===== config.mk =====
export PLATFORM = sky130hd
export DESIGN_NAME = synth_cfg_reg
export DESIGN_NICKNAME = d
export VERILOG_FILES = /design/src/rtl/synth_cfg_reg.sv
export SDC_FILE = /design/constraint.sdc
export NUM_CORES = 1
export LEC_CHECK = 0
export ABC_CLOCK_PERIOD_IN_PS = 3800
export BUFFER_PORTS_ARGS = -buffer_cell sky130_fd_sc_hd__buf_2
export CORE_MARGIN = 2
export CORE_UTILIZATION = 50
export CTS_BUF_LIST = sky130_fd_sc_hd__clkbuf_16
export DETAILED_ROUTE_END_ITERATION = 16
export PLACE_DENSITY_LB_ADDON = 0.15
export SYNTH_ARGS = -nofsm -noshare
export SYNTH_HDL_FRONTEND = slang
export SYNTH_SLANG_ARGS = --single-unit
export TNS_END_PERCENT = 50

===== constraint.sdc =====
create_clock -name clk -period 3.8 [get_ports clk]
set_input_delay 0.19 -clock clk [delete_from_list [all_inputs] [get_ports clk]]
set_output_delay 0.19 -clock clk [all_outputs]
set_load 0.05 [all_outputs]

===== src/rtl/synth_cfg_reg.sv =====
module synth_cfg_reg #(
  parameter int          SETTLE_CYCLES = 64,
  parameter logic [5:0]  PRESENT_MASK  = 6'b111111,
  parameter int          GATE_BIT      = 31,
  parameter int          ADDR_W        = 8
) (
  input  logic              clk,
  input  logic              rst_n,
  input  logic              bus_wr,
  input  logic [ADDR_W-1:0] bus_addr,
  input  logic [31:0]       bus_wdata,
  output logic [31:0]       bus_rdata,
  output logic              locked,
  output logic              clk_en,
  output logic [6:0]        ref_div,
  output logic [10:0]       fb_mult,
  output logic [7:0]        out_div,
  output logic [2:0]        filt_range,
  output logic              pll_bypass,
  output logic              fb_bypass
);

  localparam int          CNT_W    = $clog2(SETTLE_CYCLES + 1);
  localparam logic [CNT_W-1:0] CNT_INIT = CNT_W'(SETTLE_CYCLES);
  localparam logic [25:0] FLD_MASK = 26'h31F_FFFF;
  localparam logic [ADDR_W-1:0] OFF_CFG  = ADDR_W'(0);
  localparam logic [ADDR_W-1:0] OFF_GATE = ADDR_W'(4);
  localparam logic [ADDR_W-1:0] OFF_PRES = ADDR_W'(8);

  logic [5:0]       divr_q;
  logic [8:0]       divf_q;
  logic [2:0]       divq_q;
  logic [2:0]       range_q;
  logic             byp_q, fse_q, gate_q, lock_q;
  logic [CNT_W-1:0] cnt_q;

  logic [25:0] fld_now, fld_new;
  logic        cfg_wr, cfg_chg;
  logic        unused_wdata;

  assign fld_now = {fse_q, byp_q, 3'b000, range_q, divq_q, divf_q, divr_q};
  assign fld_new = bus_wdata[25:0] & FLD_MASK;
  assign cfg_wr  = bus_wr && (bus_addr == OFF_CFG);
  assign cfg_chg = cfg_wr && (fld_new != fld_now);
  assign unused_wdata = ^bus_wdata;

  always_ff @(posedge clk) begin
    if (!rst_n) begin
      divr_q  <= '0;
      divf_q  <= '0;
      divq_q  <= '0;
      range_q <= '0;
      byp_q   <= 1'b0;
      fse_q   <= 1'b0;
      lock_q  <= 1'b0;
      cnt_q   <= CNT_INIT;
    end else if (cfg_chg) begin
      divr_q  <= bus_wdata[5:0];
      divf_q  <= bus_wdata[14:6];
      divq_q  <= bus_wdata[17:15];
      range_q <= bus_wdata[20:18];
      byp_q   <= bus_wdata[24];
      fse_q   <= bus_wdata[25];
      lock_q  <= 1'b0;
      cnt_q   <= CNT_INIT;
    end else if (cnt_q != '0) begin
      cnt_q <= cnt_q - 1'b1;
      if (cnt_q == CNT_W'(1)) lock_q <= 1'b1;
    end
  end

  always_ff @(posedge clk) begin
    if (!rst_n) gate_q <= 1'b0;
    else if (bus_wr && bus_addr == OFF_GATE) gate_q <= bus_wdata[GATE_BIT];
  end

  always_comb begin
    bus_rdata = '0;
    case (bus_addr)
      OFF_CFG:  bus_rdata = {lock_q, 5'b00000, fld_now};
      OFF_GATE: bus_rdata[GATE_BIT] = gate_q;
      OFF_PRES: bus_rdata[5:0] = PRESENT_MASK;
      default:  bus_rdata = '0;
    endcase
  end

  assign locked     = lock_q;
  assign clk_en     = gate_q & lock_q;
  assign ref_div    = {1'b0, divr_q} + 7'd1;
  assign fb_mult    = {1'b0, divf_q, 1'b0} + 11'd2;
  assign out_div    = 8'd1 << divq_q;
  assign filt_range = range_q;
  assign pll_bypass = byp_q;
  assign fb_bypass  = fse_q;

  p_fields_hold_r2: assert property (@(posedge clk) disable iff (!rst_n)
    !cfg_wr |=> $stable(fld_now));

  p_lock_drop_r4: assert property (@(posedge clk) disable iff (!rst_n)
    cfg_chg |=> !locked);

  p_lock_rise_r4: assert property (@(posedge clk) disable iff (!rst_n)
    $rose(locked) |-> $past(cnt_q) == CNT_W'(1));

  p_same_keeps_lock_r5: assert property (@(posedge clk) disable iff (!rst_n)
    (cfg_wr && !cfg_chg && locked) |=> locked);

  p_restart_r6: assert property (@(posedge clk) disable iff (!rst_n)
    (cfg_chg && cnt_q != '0) |=> cnt_q == CNT_INIT);

  p_gate_off_r8: assert property (@(posedge clk) disable iff (!rst_n)
    $fell(locked) |-> !clk_en);

endmodule


==> results of run 1 <==
## critical path: stages, from the launching register on
cell     delay (ns)
dfxtp_1        0.44
inv_1          0.11
nor3_1         0.33
and3_1         0.25
nand3_1        0.10
xnor2_1        0.17
buf_2          0.29
## power by group
group | total [uW] | switching (uW) | internal [uW]
sequential | 397 | 29.0 | 368
clock | 449 | 144 | 305
combinational | 216 | 125 | 90.8
## worst max path at each step
stage | from | to | slack, ns | depth (start not counted)
after floorplan | divf_q[2] | fb_mult[10] | 1.15 | 5
after global placement | bus_addr[5] | divr_q[3] | 1.43 | 7
after detailed placement | bus_addr[5] | divr_q[2] | 1.38 | 7
after CTS | divf_q[2] | fb_mult[9] | 1.65 | 6
after global routing | divf_q[2] | fb_mult[8] | 1.47 | 6
final | divf_q[2] | fb_mult[9] | 1.64 | 6
## placed cells by master (no fill, tap or decap), types with 7 or more instances in the layout
cell,Yosys,layout
xnor2_1,31,31
inv_1,49,50
xor2_1,8,8
dfxtp_1,32,32
conb_1,1,9
o22ai_2,20,20
buf_2,0,90
nand2_1,7,7
nand3_1,9,9
nor3_1,18,18
and2_1,18,18
nor2_1,11,11
## synthesized netlist by cell type, types with 2 or more instances
| library cell | n |
|---|---|
| inv_1 | 49 |
| dfxtp_1 | 32 |
| xnor2_1 | 31 |
| o22ai_2 | 20 |
| and2_1 | 18 |
| nor3_1 | 18 |
| nor2_1 | 11 |
| buf_4 | 10 |
| nand3_1 | 9 |
| xor2_1 | 8 |
| nand2_1 | 7 |
| a21o_1 | 6 |
| ha_1 | 5 |
| nand4_1 | 5 |
| buf_6 | 4 |
| and3_1 | 3 |
| clkbuf_2 | 3 |
| o22ai_1 | 3 |
| a31oi_1 | 2 |
| mux2i_1 | 2 |
| nor4_1 | 2 |
## cell type report
type | instances | area, sq um
fill | 388 | 1540
multi-input combinational | 170 | 1280
sequential | 32 | 641
timing repair buffer | 91 | 458
inverter | 49 | 184
clock buffer | 5 | 125
tap | 52 | 65.1
clock inverter | 3 | 38.8
## sequential cells by signal, summed over array words and instances (netlist names)
name / count
divq_q: 3
filt_range: 3
cnt_q: 7
locked: 1
fb_bypass: 1
gate_q: 1
divf_q: 9
divr_q: 6
pll_bypass: 1
## cell families after synthesis
logic type | Yosys count
mux | 2
xor+xnor | 39
buf+inv | 68
other cells | 1
simple gates | 79
compound gates | 36
fa+ha+maj | 5
flops | 32
## through the flow
stage	utilization, %	worst slack [ns]	power [uW]	cell area (sq um)	hold WS (ns)
detailed placement	60.7	1.38	619	2630	0.439
global placement	60.7	1.43	612	2630	0.435
CTS	64.5	1.65	1070	2790	0.156
floorplan	-	1.15	574	2240	0.322
global route	64.5	1.47	1120	2790	0.173
finish	64.5	1.64	1060	2790	0.157
## layer usage
metal  GRT usage [%]  up-vias  part of all wire, %
met5               0        -                    0
met4            6.50        0                  1.0
met3            6.70        4                  7.8
met2            35.3       66                   46
met1            26.7      845                   45
li1                -     1013                    -
==> flow_metrics.env, run 1 <==
export IMPL_cts_htree_levels=2
export IMPL_rsz0062_at_grt="no"
export IMPL_total_leakage_power_uw=0.00138
export IMPL_via_per_inst=4.80
export IMPL_min_path_type="in2reg"
export IMPL_ff2ff_setup_slack_ns=1.70
export IMPL_r2r_cells=5
export IMPL_ctsResizeCount=0
export IMPL_pwr_density_cell_nw_per_um2=381
export IMPL_ys_ff_latch=32
export IMPL_placedCellCount=394
export IMPL_numCtsBuffers=5
export IMPL_synth_area_top_cells="dfxtp_1 (29%), xnor2_1 (12%), o22ai_2 (11%), inv_1 (8.3%), and2_1 (5.1%)"
export IMPL_fin_skew_ns=0.00367
export IMPL_setup_tns_ns=0
export IMPL_synth_seq_area_share_pct=28.9
export IMPL_die_width_microns=70.6
export IMPL_drtAntennaViolNets=0
export IMPL_drt_total_wl_mm=4.99
export IMPL_gr_usage_all_layers_pct=21.3
export IMPL_port_buffers=90
export IMPL_required_ns=3.61
export IMPL_crit_fanout=6
export IMPL_drive_gt1_share_pct=35.1
export IMPL_max_slew_margin_pct=28.7
export IMPL_die_area_sq_um=4980
export IMPL_ioPinCount=108
export IMPL_worstPathArrival_ns=1.97
export IMPL_grt_pass1_wl_mm=8.54
export IMPL_drtPass1Iterations=4
export IMPL_antenna_found_initial=0
export IMPL_num_rows=24
export IMPL_cp_end_kind="output pin"
export IMPL_drt_iter0_markers=73
export IMPL_fin_cells=402
export IMPL_cts_hold_buffers=0
export IMPL_netlist_instances=262
export IMPL_dpl_hpwl_mm=3.75
export IMPL_wire_per_inst_microns=12.4
export IMPL_worstSetupStartpointType="flop"
export IMPL_initial_utilization_pct=51.2
export IMPL_final_nets=397
export IMPL_syn_avg_cell_area_sq_um=8.45
export IMPL_async_flop_share_pct=0
export IMPL_outcome="finished, final reports clean"
export IMPL_grt_max_degree=29
export IMPL_clk_pin_slew_ns=0.05
export IMPL_synth_adder_area_share_pct=2.82
export IMPL_period_minus_slack_ns=2.16
export IMPL_vias=1928
export IMPL_ir_drop_mv=0.164
export IMPL_die_h_microns=70.6
export IMPL_cts_buffer_depth=2
export IMPL_drc=0
export IMPL_synth_compound_area_share_pct=17.2
export IMPL_fmax_ghz=0.464
export IMPL_postCtsSetupBuffers=0
export IMPL_synth_top_family_by_area="simple AND/OR/NAND/NOR gates"
export IMPL_yosys_warnings=0
export IMPL_r2r_end="divr_q[2]"
export IMPL_synth_edf_count=0
export IMPL_report_final_slew_viol_count=0
export IMPL_setup_viol=0
export IMPL_syn2layout_area_growth_pct=25.9
export IMPL_cts_tree="yes"
export IMPL_cts_sinks=32
export IMPL_coreArea_sq_um=4320
export IMPL_grt_pass1_vias=1918
export IMPL_yosys_area_share_simple_pct=19.8
export IMPL_synth_xor_area_share_pct=15.4
export IMPL_synth_mux_area_share_pct=0.904
export IMPL_cts_root_buf="clkbuf_16"
export IMPL_fin_crit_sh_pct=56.7
export IMPL_yosys_area_top_type_share_pct=28.9
export IMPL_ys_flop_type="dfxtp_1"
export IMPL_hold_viol_final=0
export IMPL_min_path_cells=3
export IMPL_worstMarginPinSlew_ns=1.07
export IMPL_synthesis_area_sq_um=2210
export IMPL_path_class="reg2out"
export IMPL_antenna_cells=0
export IMPL_synth_largest_area_cell="dfxtp_1"
export IMPL_overflow=0
export IMPL_globalplace_congestion=0.807
export IMPL_worstHoldStart="bus_wdata[31]"
export IMPL_reg2reg_from="divq_q[0]"
export IMPL_clock_latency_ns=0.28
export IMPL_maxCapViolCount=0
export IMPL_holdPathEnd="gate_q"
export IMPL_synth_distinct_cells=35
No activity file was read; power rests on OpenSTA's default activity.
==> inputs of run 2 (changes only) <==
--- a/config.mk
+++ b/config.mk
@@ -5,10 +5,10 @@
 export SDC_FILE = /design/constraint.sdc
 export NUM_CORES = 1
 export LEC_CHECK = 0
-export ABC_CLOCK_PERIOD_IN_PS = 3800
+export ABC_CLOCK_PERIOD_IN_PS = 2200
 export BUFFER_PORTS_ARGS = -buffer_cell sky130_fd_sc_hd__buf_2
 export CORE_MARGIN = 2
-export CORE_UTILIZATION = 50
+export CORE_UTILIZATION = 46
 export CTS_BUF_LIST = sky130_fd_sc_hd__clkbuf_16
 export DETAILED_ROUTE_END_ITERATION = 16
 export PLACE_DENSITY_LB_ADDON = 0.15
==> constraint.sdc (replaced) <==
create_clock -name clk -period 2.2 [get_ports clk]
set_input_delay 0.11 -clock clk [delete_from_list [all_inputs] [get_ports clk]]
set_output_delay 0.11 -clock clk [all_outputs]
set_load 0.05 [all_outputs]
==> run 2 against run 1 <==
Net effect:
- cell area rose by 1.7%
- utilization fell by 4.0 points
- largest power group is now registers
- cell count rose by 2.0%
- clock-buffer cell count did not move
- setup slack got worse by 1.5 ns
- routed wire length rose by 1.6%
- non-clock buffer count rose by 7
- sequential cell count did not move
- critical path type unchanged
==> flow_metrics.env, run 2 (synthesized netlist as in run 1, its figures left out) <==
export IMPL_fin_cells=410
export IMPL_coreArea_sq_um=4690
export IMPL_drive_gt1_share_pct=36.5
export IMPL_antenna_cells=0
export IMPL_path_class="reg2out"
export IMPL_antenna_found_initial=0
export IMPL_clock_latency_ns=0.27
export IMPL_maxCapViolCount=0
export IMPL_fmax_ghz=0.495
export IMPL_numCtsBuffers=5
export IMPL_min_path_type="in2reg"
export IMPL_worstSetupStartpointType="flop"
export IMPL_clk_pin_slew_ns=0.05
export IMPL_setup_viol=0
export IMPL_setup_tns_ns=0
export IMPL_die_area_sq_um=5390
export IMPL_cts_sinks=32
export IMPL_pwr_density_cell_nw_per_um2=597
export IMPL_dpl_cell_area_sq_um=2700
export IMPL_drt_iter0_markers=31
export IMPL_gr_usage_all_layers_pct=18.9
export IMPL_drtAntennaViolNets=0
export IMPL_wire_per_inst_microns=12.4
export IMPL_ioPinCount=108
export IMPL_placedCellCount=403
export IMPL_worstPathArrival_ns=1.91
export IMPL_period_minus_slack_ns=2.02
export IMPL_finalHoldWorstSlack_ns=0.0791
export IMPL_cts_buffer_depth=2
export IMPL_fin_crit_sh_pct=91.9
export IMPL_final_nets=404
export IMPL_final_cell_mix="buf_2 (90), inv_1 (49), dfxtp_1 (32), xnor2_1 (31), o22ai_2 (20)"
export IMPL_largest_register="divf_q"
export IMPL_drc=0
export IMPL_die_h_microns=73.4
export IMPL_fin_skew_ns=0.00238
export IMPL_num_rows=25
export IMPL_largest_reg_flops=9
export IMPL_top_regs="divf_q (9), cnt_q (7), divr_q (6)"
export IMPL_ir_drop_mv=0.353
export IMPL_total_leakage_power_uw=0.00140
export IMPL_outcome="finished, final reports clean"
export IMPL_drtPass1Iterations=4
export IMPL_stdcell_area_sq_um=2840
export IMPL_required_ns=2.09
export IMPL_report_final_slew_viol_count=0
export IMPL_cts_tree="yes"
export IMPL_syn2layout_area_growth_pct=28.1
export IMPL_cp_end_kind="output pin"
export IMPL_worstMarginPinSlew_ns=0.664
export IMPL_vias=1981
export IMPL_globalplace_congestion=0.756
export IMPL_layout_commonest_cell="buf_2"
export IMPL_hold_viol_final=0
export IMPL_grt_pass1_wl_mm=7.91
export IMPL_overflow=0
export IMPL_cts_root_buf="clkbuf_16"
export IMPL_dpl_hpwl_mm=3.88
export IMPL_max_slew_margin_pct=55.7
export IMPL_die_width_microns=73.4
export IMPL_grt_max_degree=24
export IMPL_cts_htree_levels=2
export IMPL_drt_total_wl_mm=5.07
export IMPL_crit_fanout=6
export IMPL_rsz0062_at_grt="no"
export IMPL_via_per_inst=4.83
export IMPL_grt_pass1_vias=1776
export IMPL_port_buffers=90
export IMPL_initial_utilization_pct=47.2
==> run 2: critical path: stages (launching register included) <==
cell and delay [ns]:
dfxtp_1 0.46, inv_1 0.12, nor3_2 0.25, and3_1 0.24
nand3_1 0.10, xnor2_1 0.18, buf_2 0.29
==> run 2: worst paths after layout <==
path | startpoint | end | slack, ns | depth (start not counted)
hold reg to reg | cnt_q[1] | cnt_q[1] | 0.51 | 2
setup reg to reg | divq_q[0] | filt_range[2] | 0.23 | 5
setup / recovery | divf_q[2] | fb_mult[9] | 0.18 | 6
hold / removal | bus_wdata[31] | gate_q | 0.08 | 3
==> run 2: layout make-up <==
| class | count | area, sq um |
|---|---|---|
| Multi-Input combinational cell | 170 | 1290 |
| Clock inverter | 2 | 7.51 |
| Fill cell | 434 | 1860 |
| Timing Repair Buffer | 98 | 523 |
| Clock buffer | 5 | 125 |
| Inverter | 49 | 184 |
| Tap cell | 54 | 67.6 |
| Sequential cell | 32 | 641 |
==> run 2: timing repair <==
| action | CTS | global route |
|---|---|---|
| gates resized for setup | 0 | 1 |
| setup buffers | 0 | 0 |
| setup endpoints to repair | 0 | 3 |
| hold buffers | 0 | 0 |
==> run 2: metal layers <==
layer	vias to the layer above	track usage, %	part of all wire [%]
met1	898	24.3	46
met5	-	0	0
met2	55	31.5	47
li1	1021	-	-
met3	7	3.43	4.8
met4	0	7.27	1.6
==> run 2: per-stage QoR <==
step | total power (uW) | worst slack [ns] | utilization, %
6_report | 1690 | 0.179 | 60.5
5_1_grt | 1790 | 0.0553 | 60.5
4_1_cts | 1710 | 0.109 | 60.3
3_5_place_dp | 1070 | 0.202 | 57.5
3_3_place_gp | 1060 | 0.221 | 57.5
2_1_floorplan | 991 | 0.205 | -
==> run 2: power by group <==
group	switching [uW]	internal (uW)
Clock	225	403
Combinational	218	161
Sequential	49.9	637
